### src/rtl/pgm_pkg.sv
package pgm_pkg;
  function automatic int unsigned ones_count(input logic [31:0] v);
    int unsigned n;
    n = 0;
    for (int i = 0; i < 32; i++) n += 32'(v[i]);
    return n;
  endfunction
endpackage

### src/rtl/pgm_input_reg.sv
module pgm_input_reg #(
  parameter int WIDTH = 4
) (
  input  logic             clk_i,
  input  logic             rst_ni,
  input  logic             clr_i,
  input  logic [WIDTH-1:0] en_i,
  input  logic [WIDTH-1:0] a_i,
  input  logic [WIDTH-1:0] b_i,
  output logic [WIDTH-1:0] x_o,
  output logic [WIDTH-1:0] y_o
);
  // each operand bit belongs to the level of its own index
  for (genvar j = 0; j < WIDTH; j++) begin : g_bit
    always_ff @(posedge clk_i or negedge rst_ni) begin
      if (!rst_ni) begin
        x_o[j] <= 1'b0;
        y_o[j] <= 1'b0;
      end else if (clr_i) begin
        x_o[j] <= 1'b0;
        y_o[j] <= 1'b0;
      end else if (en_i[j]) begin
        x_o[j] <= a_i[j];
        y_o[j] <= b_i[j];
      end
    end

    p_in_held_zero_r4: assert property (@(posedge clk_i) disable iff (!rst_ni)
      !en_i[j] |-> (x_o[j] == 1'b0 && y_o[j] == 1'b0));
  end
endmodule

### src/rtl/pgm_layer_stage.sv
module pgm_layer_stage #(
  parameter int WIDTH = 4,
  parameter int K     = 0
) (
  input  logic               clk_i,
  input  logic               rst_ni,
  input  logic               clr_i,
  input  logic [WIDTH-1:0]   en_i,
  input  logic [WIDTH-1:0]   x_i,
  input  logic [WIDTH-1:0]   y_i,
  input  logic [2*WIDTH-1:0] acc_i,
  output logic [WIDTH-1:0]   x_o,
  output logic [WIDTH-1:0]   y_o,
  output logic [2*WIDTH-1:0] acc_o
);
  localparam int PW = 2 * WIDTH;
  localparam int AW = 2 * K + 2;  // width of a (K+1)-bit square product

  logic [PW-1:0] row_x, row_y, sum;
  logic [AW-1:0] acc_q;

  // layer K: x[K]*y[K:0] and y[K]*x[K-1:0], both weighted by 2^K
  assign row_x = x_i[K] ? (PW'(y_i[K:0]) << K) : '0;
  if (K > 0) begin : g_row_y
    assign row_y = y_i[K] ? (PW'(x_i[K-1:0]) << K) : '0;
  end else begin : g_row_y0
    assign row_y = '0;
  end
  assign sum = acc_i + row_x + row_y;

  always_ff @(posedge clk_i or negedge rst_ni) begin
    if (!rst_ni)        acc_q <= '0;
    else if (clr_i)     acc_q <= '0;
    else if (en_i[K])   acc_q <= sum[AW-1:0];
  end
  assign acc_o = PW'(acc_q);

  if (AW < PW) begin : g_fit
    p_sum_fits_r3: assert property (@(posedge clk_i) disable iff (!rst_ni)
      en_i[K] |-> (sum[PW-1:AW] == '0));
  end

  if (K < WIDTH - 1) begin : g_fwd
    for (genvar j = 0; j < WIDTH; j++) begin : g_bit
      always_ff @(posedge clk_i or negedge rst_ni) begin
        if (!rst_ni) begin
          x_o[j] <= 1'b0;
          y_o[j] <= 1'b0;
        end else if (clr_i) begin
          x_o[j] <= 1'b0;
          y_o[j] <= 1'b0;
        end else if (en_i[j]) begin
          x_o[j] <= x_i[j];
          y_o[j] <= y_i[j];
        end
      end
    end
  end else begin : g_last
    assign x_o = '0;
    assign y_o = '0;
    p_level_order_r2: assert property (@(posedge clk_i) disable iff (!rst_ni)
      en_i[K] |-> (&en_i));
  end

  p_held_zero_r4: assert property (@(posedge clk_i) disable iff (!rst_ni)
    !en_i[K] |-> (acc_q == '0));
endmodule

### src/rtl/pgm_flush_ctrl.sv
module pgm_flush_ctrl #(
  parameter int WIDTH = 4,
  localparam int PRW  = $clog2(WIDTH + 1)
) (
  input  logic             clk_i,
  input  logic             rst_ni,
  input  logic [WIDTH-1:0] en_i,
  output logic [WIDTH-1:0] en_q_o,
  output logic             clr_o,
  output logic [PRW-1:0]   prec_o,
  output logic             valid_o
);
  import pgm_pkg::*;

  logic [WIDTH-1:0] en_q;
  logic [WIDTH:0]   fill_q;  // bit i set: i+1 clean cycles since flush

  assign clr_o = (en_i != en_q);

  always_ff @(posedge clk_i or negedge rst_ni) begin
    if (!rst_ni) begin
      en_q   <= '0;
      fill_q <= '0;
    end else begin
      en_q <= en_i;
      if (clr_o) fill_q <= '0;
      else       fill_q <= {fill_q[WIDTH-1:0], 1'b1};
    end
  end

  assign en_q_o  = en_q;
  assign prec_o  = PRW'(ones_count(32'(en_q)));
  assign valid_o = (prec_o != '0) && fill_q[prec_o];

  p_flush_drop_r7: assert property (@(posedge clk_i) disable iff (!rst_ni)
    (en_i != en_q) |=> !valid_o);

  p_valid_hold_r8: assert property (@(posedge clk_i) disable iff (!rst_ni)
    (valid_o && en_i == en_q) |=> valid_o);
endmodule

### src/rtl/prec_gated_mult.sv
module prec_gated_mult #(
  parameter int WIDTH = 4
) (
  input  logic               clk_i,
  input  logic               rst_ni,
  input  logic [WIDTH-1:0]   level_en_i,
  input  logic [WIDTH-1:0]   a_i,
  input  logic [WIDTH-1:0]   b_i,
  output logic [2*WIDTH-1:0] product_o,
  output logic               valid_o
);
  localparam int PW  = 2 * WIDTH;
  localparam int PRW = $clog2(WIDTH + 1);

  logic [WIDTH-1:0] en_q;
  logic             clr;
  logic [PRW-1:0]   prec;

  logic [WIDTH-1:0] x_w   [WIDTH];
  logic [WIDTH-1:0] y_w   [WIDTH];
  logic [PW-1:0]    acc_w [WIDTH];

  pgm_flush_ctrl #(.WIDTH(WIDTH)) u_ctrl (
    .clk_i   (clk_i),
    .rst_ni  (rst_ni),
    .en_i    (level_en_i),
    .en_q_o  (en_q),
    .clr_o   (clr),
    .prec_o  (prec),
    .valid_o (valid_o)
  );

  pgm_input_reg #(.WIDTH(WIDTH)) u_in (
    .clk_i  (clk_i),
    .rst_ni (rst_ni),
    .clr_i  (clr),
    .en_i   (en_q),
    .a_i    (a_i),
    .b_i    (b_i),
    .x_o    (x_w[0]),
    .y_o    (y_w[0])
  );

  for (genvar k = 0; k < WIDTH; k++) begin : g_stage
    logic [WIDTH-1:0] x_fwd, y_fwd;
    logic [PW-1:0]    acc_in;

    if (k == 0) begin : g_first
      assign acc_in = '0;
    end else begin : g_next
      assign acc_in = acc_w[k-1];
    end

    pgm_layer_stage #(.WIDTH(WIDTH), .K(k)) u_layer (
      .clk_i  (clk_i),
      .rst_ni (rst_ni),
      .clr_i  (clr),
      .en_i   (en_q),
      .x_i    (x_w[k]),
      .y_i    (y_w[k]),
      .acc_i  (acc_in),
      .x_o    (x_fwd),
      .y_o    (y_fwd),
      .acc_o  (acc_w[k])
    );

    if (k < WIDTH - 1) begin : g_link
      assign x_w[k+1] = x_fwd;
      assign y_w[k+1] = y_fwd;
    end
  end

  // output tap: stage p-1 holds the finished 2p-bit product
  always_comb begin
    product_o = '0;
    for (int k = 0; k < WIDTH; k++) begin
      if (prec == PRW'(k + 1)) product_o = acc_w[k];
    end
  end

  p_therm_en_r2: assert property (@(posedge clk_i) disable iff (!rst_ni)
    (level_en_i & (level_en_i + 1'b1)) == '0);

  p_high_zero_r6: assert property (@(posedge clk_i) disable iff (!rst_ni)
    (product_o >> (2 * prec)) == '0);
endmodule

### config.mk
export PLATFORM = sky130hd
export DESIGN_NAME = prec_gated_mult
export DESIGN_NICKNAME = d
export VERILOG_FILES = /design/src/rtl/pgm_pkg.sv /design/src/rtl/pgm_input_reg.sv /design/src/rtl/pgm_layer_stage.sv /design/src/rtl/pgm_flush_ctrl.sv /design/src/rtl/prec_gated_mult.sv
export SDC_FILE = /design/constraint.sdc
export NUM_CORES = 1
export LEC_CHECK = 0
export ABC_AREA = 0
export BUFFER_PORTS_ARGS = -buffer_cell sky130_fd_sc_hd__buf_2
export CORE_MARGIN = 2
export CORE_UTILIZATION = 30
export CTS_BUF_LIST = sky130_fd_sc_hd__clkbuf_4 sky130_fd_sc_hd__clkbuf_8
export DETAILED_ROUTE_END_ITERATION = 8
export PLACE_DENSITY_LB_ADDON = 0.1
export SLEW_MARGIN = 20
export SYNTH_ARGS = -nofsm -noshare
export SYNTH_HDL_FRONTEND = slang
export SYNTH_SLANG_ARGS = --single-unit
### constraint.sdc
create_clock -name clk_i -period 3.05 [get_ports clk_i]
set_input_delay 0 -clock clk_i [delete_from_list [all_inputs] [get_ports clk_i]]
set_output_delay 0 -clock clk_i [all_outputs]
set_load 0.01 [all_outputs]
==> results.tsv, run 1 <==
stage	metric	value	unit
clock_tree	Clock transition at path regs	0.07	ns
layout	Layout Nets	321	
power_and_ir_drop	Leakage Power	1.73	nW
power_and_ir_drop	NetSw	0.382	mW
clock_tree	H-tree depth	3	
sta	clk_skew	0.00755	ns
drt	wire length per cell	13.7	um
drt	Via Count	1843	
critical_path	CP Class	reg2out	
layout	Area growth syn-to-layout	17.1	%
layout	area of the multi-input gates	1290	um2
logic_synthesis	Ys Warns	0	
floorplanning	I/O pin total	23	
power_and_ir_drop	sequential share of power	52.0	%
logic_synthesis	sequential-to-total area share from yosys stat	50.9	%
sta	crit path time final	2.72	ns
layout	filler instances	998	
critical_path	startpoint types	flop	
power_and_ir_drop	Int Power	1.17	mW
power_and_ir_drop	Net Sw Frac	24.7	%
layout	FF/Latch Area	1500	um2
hold_path	min-delay worst type	in2async	
critical_path	Worst Setup End Kind	output port	
sta	Pins Over Slew Limit	0	
global_routing	initial antenna violation count	0	
sta	RSZ-0062 raised after global routing	no	
global_routing	vias in the first global route	1892	
placed_design	placed cell count	400	
sta	fmax	0.368	GHz
drt	antenna-violating nets left	0	
drt	initial drt markers	46	
outcome	status	complete, no violations	
logic_synthesis	Mapped Cells	254	
floorplanning	Core ar.	9640	um2
floorplanning	chip height	103	um
sta	Slew HR	57.9	%
clock_tree	CTS Root Cell	clkbuf_8	
clock_tree	clock tree buffer depth	2	
clock_tree	clock sink count	60	
critical_path	CP Data Required Time	3.05	ns
power_and_ir_drop	VDD IR max	0.139	mV
global_routing	first-pass GRT wire length	10000	um
logic_synthesis	FF+latch count, synth	60	
power_and_ir_drop	Comb pwr share	8.6	%
logic_synthesis	distinct cell type count after synthesis	26	
sta	# setup viols final	0	
global_routing	gr ovfl total	0	
global_routing	Total Routing Usage GR	12.6	%
drt	Pre-antenna DRT Iters	4	
power_and_ir_drop	power density over cell area	448	nW/um2
critical_path	Reg2Reg Setup Slack	0.93	ns
drt	DR DRC count	0	
floorplanning	Die Span X	103	um
power_and_ir_drop	clock share of power	39.4	%
global_routing	largest net degree at the start of global routing	57	
drt	Routed WL	5870	um
floorplanning	die area	10600	um2
critical_path	worst endpoint data arrival time	2.72	ns
job	Max Cap Viol	0	
layout	ant diodes	0	
floorplanning	starting density of the core	30.6	%
floorplanning	number of core rows	36	
placed_design	Placer Congestion	0.728	
critical_path	crit-path max FO	9	
sta	final setup TNS	0	ns
clock_tree	CTS Buf Count	9	
drt	post-DR vias/cell	4.32	
placed_design	HPWL after detailed placement	3860	um
logic_synthesis	Avg Cell Area, Syn	11.6	um2
sta	Worst Max-Slew Pin Slew	0.630	ns
sta	Final Hold Viols	0	
layout	share of cells above drive strength 1	14.6	%
layout	Final Non-Filler Cells	427	
logic_synthesis	syn nets	284	
logic_synthesis	mapped cell area	2950	um2
clock_tree	clock latency on the worst-skew pair	0.33	ns
sta	Final period util	89.1	%
clock_tree	CTS tree	yes	
placed_design	PortBufs	22	
==> final timing paths <==
kind	start	endpoint	cells after the start
max	u_ctrl.en_q_o[1]	product_o[2]	9
min	rst_ni	g_stage[3].u_layer.acc_o[6]	2
max reg2reg	g_stage[2].u_layer.y_o[3]	g_stage[3].u_layer.acc_o[6]	7
min reg2reg	u_ctrl.fill_q[0]	u_ctrl.fill_q[1]	2
max in group asynchronous	rst_ni	g_stage[2].u_layer.x_o[0]	3
min in group clk_i	level_en_i[3]	u_ctrl.en_q_o[3]	2
==> Yosys cell counts <==
library cell / count / share of area, %
and2_1: 13 / 2.8
and2b_1: 1 / 0.25
nor2b_1: 2 / 0.42
a21o_1: 1 / 0.25
a32o_1: 2 / 0.68
nand2b_1: 1 / 0.21
buf_4: 2 / 0.51
a21oi_1: 2 / 0.34
xnor2_1: 5 / 1.5
a211oi_1: 1 / 0.25
buf_2: 6 / 1.0
ha_1: 8 / 3.4
mux2_2: 1 / 0.38
clkbuf_1: 2 / 0.25
inv_1: 12 / 1.5
nand3_1: 2 / 0.34
nand2_1: 3 / 0.38
nor2_1: 54 / 6.9
dfrtp_1: 60 / 51
o21ai_0: 1 / 0.17
buf_6: 5 / 1.9
fa_1: 8 / 5.4
mux2i_1: 49 / 17
a22o_1: 10 / 3.0
nand4_1: 1 / 0.21
and3_1: 2 / 0.42
==> metrics by stage <==
stage               area (um2)  power [mW]  util (%)  hold slack, ns  worst slack, ns
CTS                       3450        1.58      35.8           0.316            0.278
finish                    3450        1.55      35.8           0.215            0.331
detailed placement        3160       0.944      32.8           0.140            0.653
floorplan                 2950       0.902         -          -0.296            0.831
global placement          3160       0.942      32.8           0.137            0.704
global route              3450        1.63      35.8           0.247           0.0765
==> critical path: stages, from the launching register on <==
cell and delay, ns:
dfrtp_1 0.38, ha_1 0.27, inv_1 0.04, fa_1 0.35, inv_1 0.06, ha_1 0.26, nor2b_1 0.52, a22o_1 0.24
a22o_1 0.11, buf_2 0.13
==> sequential cells by signal (all words and copies together), names as in the netlist <==
name,cells
g_stage.u_layer.y_o,12
g_stage.u_layer.x_o,12
u_in.x_o,4
g_stage.u_layer.acc_o,8
g_stage.u_layer.acc_q,11
u_ctrl.fill_q,5
u_in.y_o,4
u_ctrl.en_q_o,4
==> power by group through the flow <==
stage / Clock (mW) / Sequential [mW] / Combinational [mW]
2_1_floorplan: 0 / 0.819 / 0.0827
3_3_place_gp: 0 / 0.819 / 0.124
3_5_place_dp: 0 / 0.819 / 0.125
4_1_cts: 0.638 / 0.804 / 0.138
5_1_grt: 0.677 / 0.804 / 0.151
6_report: 0.610 / 0.804 / 0.134
==> logic make-up after synthesis <==
logic type,Yosys count,synth area share [%]
AOI/OAI and AO/OA,17,4.67
xor gates and xnor gates,5,1.48
adders and majority gates,16,8.82
buffers and inverters,27,5.22
DFF,60,50.9
muxes,50,17.0
and+or+nand+nor,79,11.9
==> repair_timing <==
action                                 in CTS  in global routing
hold buffers                               13                  0
gates resized for setup                     0                  0
setup buffers                               0                  0
endpoints found under the hold margin      54                  0
==> layer usage <==
layer,wire length (um),track usage [%],vias up,part of all wire [%]
met1,3080,18.1,887,53
met5,0,0,-,0
li1,-,-,924,-
met3,204,3.93,7,3.5
met2,2500,17.7,25,43
met4,84,4.86,0,1.4
==> cell usage in the layout, fill, tap and decap left out, drive strengths merged, types with 2 or more instances in the layout <==
| cell | count |
|---|---|
| a21oi | 2 |
| a22o | 10 |
| a32o | 2 |
| and2 | 13 |
| and3 | 2 |
| buf | 28 |
| clkbuf | 11 |
| clkinv | 3 |
| dfrtp | 60 |
| dlygate4sd3 | 13 |
| fa | 8 |
| ha | 8 |
| inv | 12 |
| mux2i | 49 |
| nand2 | 3 |
| nand3 | 2 |
| nor2 | 54 |
| nor2b | 2 |
| xnor2 | 5 |
==> layout make-up <==
| type | count | area share (%) |
|---|---|---|
| Clock inverter | 3 | 0.435 |
| Tap cell | 133 | 4.82 |
| Multi-Input combinational cell | 167 | 37.5 |
| Sequential cell | 60 | 43.5 |
| Clock buffer | 11 | 4.20 |
| Inverter | 12 | 1.30 |
| Timing Repair Buffer | 41 | 8.33 |
No activity file was read; power rests on OpenSTA's default activity.
==> run 2, diff against run 1 <==
clock period = 3.27 ns   (was 3.05 ns; I/O delays follow)
==> run 2 against run 1 <==
  * Count of clock-buffer cells in the layout shrank 2
  * Non-clock buffer count decreased by 1
  * Critical endpoint is now product_o[3]
  * Sequential share of layout area increased by 0.30 points
==> results.tsv, run 2 (synthesis results as in run 1) <==
stage	metric	value	unit	change
placed_design	Placer Congestion	0.736		+1.1%
critical_path	CP Class	reg2out		
placed_design	Setup WS pre-CTS	0.531	ns	-0.121 ns
global_routing	Total Routing Usage GR	12.6	%	-0.037 points
power_and_ir_drop	NetSw	0.352	mW	-7.8%
power_and_ir_drop	Comb pwr share	8.6	%	about the same
drt	wire length per cell	13.8	um	+0.28%
clock_tree	Setup Fix Bufs, Post-CTS	0		unchanged
sta	final setup TNS	0	ns	unchanged
power_and_ir_drop	Int Power	1.05	mW	-9.8%
critical_path	Reg2Reg Launch Point	g_stage[2].u_layer.acc_q[4]		
placed_design	HPWL after detailed placement	3860	um	about the same
clock_tree	CTS Buf Count	9		unchanged
global_routing	grt met2 use	18.1	%	+0.35 points
sta	Final Hold Viols	0		unchanged
layout	ant diodes	0		unchanged
global_routing	vias in the first global route	1969		+4.1%
drt	DR DRC count	0		unchanged
floorplanning	die area	10600	um2	unchanged
layout	Largest regs	g_stage.u_layer.x_o x12, g_stage.u_layer.y_o x12, g_stage.u_layer.acc_q x11		
power_and_ir_drop	power density over cell area	409	nW/um2	-8.7%
drt	initial drt markers	60		+30%
clock_tree	CTS Root Cell	clkbuf_8		
sta	Final period util	93.5	%	
critical_path	Worst Setup End Kind	output port		
critical_path	worst r2r dst	g_stage[3].u_layer.acc_o[6]		
global_routing	routing usage on met3	3.93	%	unchanged
floorplanning	Die Span X	103	um	unchanged
placed_design	PortBufs	22		unchanged
clock_tree	CTS tree	yes		
clock_tree	clock sink count	60		unchanged
power_and_ir_drop	VDD IR max	0.128	mV	-7.8%
sta	clk_skew	0.0103	ns	+0.00277 ns
global_routing	largest net degree at the start of global routing	57		unchanged
critical_path	critical path launch point	u_ctrl.en_q_o[0]		
sta	RSZ-0062 raised after global routing	no		
floorplanning	I/O pin total	23		unchanged
drt	Routed WL	5860	um	-0.19%
floorplanning	Core ar.	9640	um2	unchanged
power_and_ir_drop	sequential share of power	53.7	%	+1.7 points
global_routing	routing usage on met1	17.4	%	-0.66 points
critical_path	crit-path max FO	12		+3
critical_path	critical path endpoint	product_o[3]		
drt	antenna-violating nets left	0		unchanged
sta	final setup margin	0.212	ns	-0.119 ns
floorplanning	number of core rows	36		unchanged
floorplanning	starting density of the core	30.6	%	unchanged
clock_tree	clock latency on the worst-skew pair	0.34	ns	about the same
layout	Layout Nets	320		-0.31%
sta	# setup viols final	0		unchanged
global_routing	first-pass GRT wire length	10000	um	+0.27%
drt	post-DR vias/cell	4.35		+0.80%
sta	crit path time final	3.06	ns	
critical_path	reg2reg path depth	7		unchanged
outcome	status	complete, no violations		
global_routing	gr ovfl total	0		unchanged
power_and_ir_drop	clock share of power	37.7	%	-1.7 points
power_and_ir_drop	Leakage Power	1.72	nW	-0.77%
sta	Worst Max-Slew Pin Slew	0.609	ns	-0.0209 ns
clock_tree	Clock transition at path regs	0.07	ns	about the same
critical_path	worst endpoint data arrival time	3.06	ns	+0.34 ns
critical_path	CP Data Required Time	3.27	ns	+0.22 ns
drt	Pre-antenna DRT Iters	4		unchanged
critical_path	startpoint types	flop		
clock_tree	H-tree depth	3		unchanged
critical_path	Reg2Reg Setup Slack	1.17	ns	+0.24 ns
layout	share of cells above drive strength 1	14.4	%	-0.24 points
global_routing	initial antenna violation count	0		unchanged
layout	most frequent cells in the layout	dfrtp_1 (60), nor2_1 (54), mux2i_1 (49), buf_2 (22)		
hold_path	min-delay worst type	in2async		
power_and_ir_drop	Net Sw Frac	25.1	%	+0.42 points
sta	Pins Over Slew Limit	0		unchanged
clock_tree	clock tree buffer depth	2		unchanged
layout	Area growth syn-to-layout	16.3	%	
sta	fmax	0.327	GHz	
drt	Via Count	1849		+0.33%
floorplanning	chip height	103	um	unchanged
sta	Slew HR	59.4	%	+1.5 points
global_routing	gr busiest metal	met2		
job	Max Cap Viol	0		unchanged
layout	commonest non-fill, non-tap cell in the layout	dfrtp_1		
==> run 2: cell types whose count changed in the layout (fill, tap and decap cells not counted) <==
cell | before | now
clkbuf_8 | 10 | 9
clkbuf_4 | 1 | 0
buf_4 | 7 | 5
nor2b_2 | 0 | 1
clkinv_2 | 3 | 4
nor2b_1 | 2 | 1
buf_2 | 21 | 22
==> run 2: timing repair <==
item	in CTS	in global routing
hold endpoints to repair	35	0
resized for setup	0	1
hold buffers	13	0
endpoints found under the setup margin	0	5
==> run 2: layer usage <==
layer / routed length, um / part of all wire (%) / vias up
met3: 243 / 4.1 / 10
met4: 96 / 1.6 / 0
met2: 2440 / 42 / 24
met5: 0 / 0 / -
met1: 3080 / 53 / 902
li1: - / - / 913
==> run 2: power by group through the flow <==
stage,combinational [mW],sequential (mW),clock (mW)
floorplan,0.0772,0.764,0
global placement,0.111,0.767,0
detailed placement,0.112,0.767,0
CTS,0.124,0.753,0.557
global route,0.135,0.753,0.587
finish,0.121,0.753,0.529
==> run 2: per-stage QoR <==
stage / util, % / hold slack, ns / cells / power [mW] / instance area (um2)
after detailed placement: 32.7 / 0.0171 / 399 / 0.879 / 3150
after global routing: 35.6 / 0.247 / 425 / 1.48 / 3430
after global placement: 32.7 / 0.0321 / 399 / 0.878 / 3150
after CTS: 35.6 / 0.185 / 425 / 1.43 / 3430
after floorplan: - / -0.296 / 254 / 0.841 / 2950
final: 35.6 / 0.196 / 425 / 1.40 / 3430
==> run 2: final cells by class <==
type	instances	area, um2
fillers	1017	6210
multi-input cells	167	1300
clock inverters	4	20.0
repair buffers	40	278
inverters	12	45.0
flip-flops and latches	60	1500
clock buffers	9	124
well taps	133	166
==> run 2: worst min path at each step <==
| stage | from | endpoint | slack, ns | cells after the start |
|---|---|---|---|---|
| 3_5_place_dp | rst_ni | u_in.y_o[3] | 0.02 | 1 |
| 2_1_floorplan | rst_ni | g_stage[0].u_layer.acc_q[0] | -0.30 | 0 |
| 6_report | rst_ni | u_in.y_o[3] | 0.20 | 2 |
| 4_1_cts | rst_ni | u_in.y_o[3] | 0.19 | 2 |
| 3_3_place_gp | rst_ni | g_stage[0].u_layer.y_o[3] | 0.03 | 1 |
| 5_1_grt | rst_ni | g_stage[1].u_layer.y_o[2] | 0.25 | 2 |
==> run 2: critical path, stage by stage (launching register included) <==
cell	delay, ns
dfrtp_1	0.71
ha_1	0.33
inv_1	0.07
fa_1	0.15
inv_1	0.04
ha_1	0.35
nor2b_1	0.48
and2b_1	0.30
a22o_1	0.16
buf_2	0.13
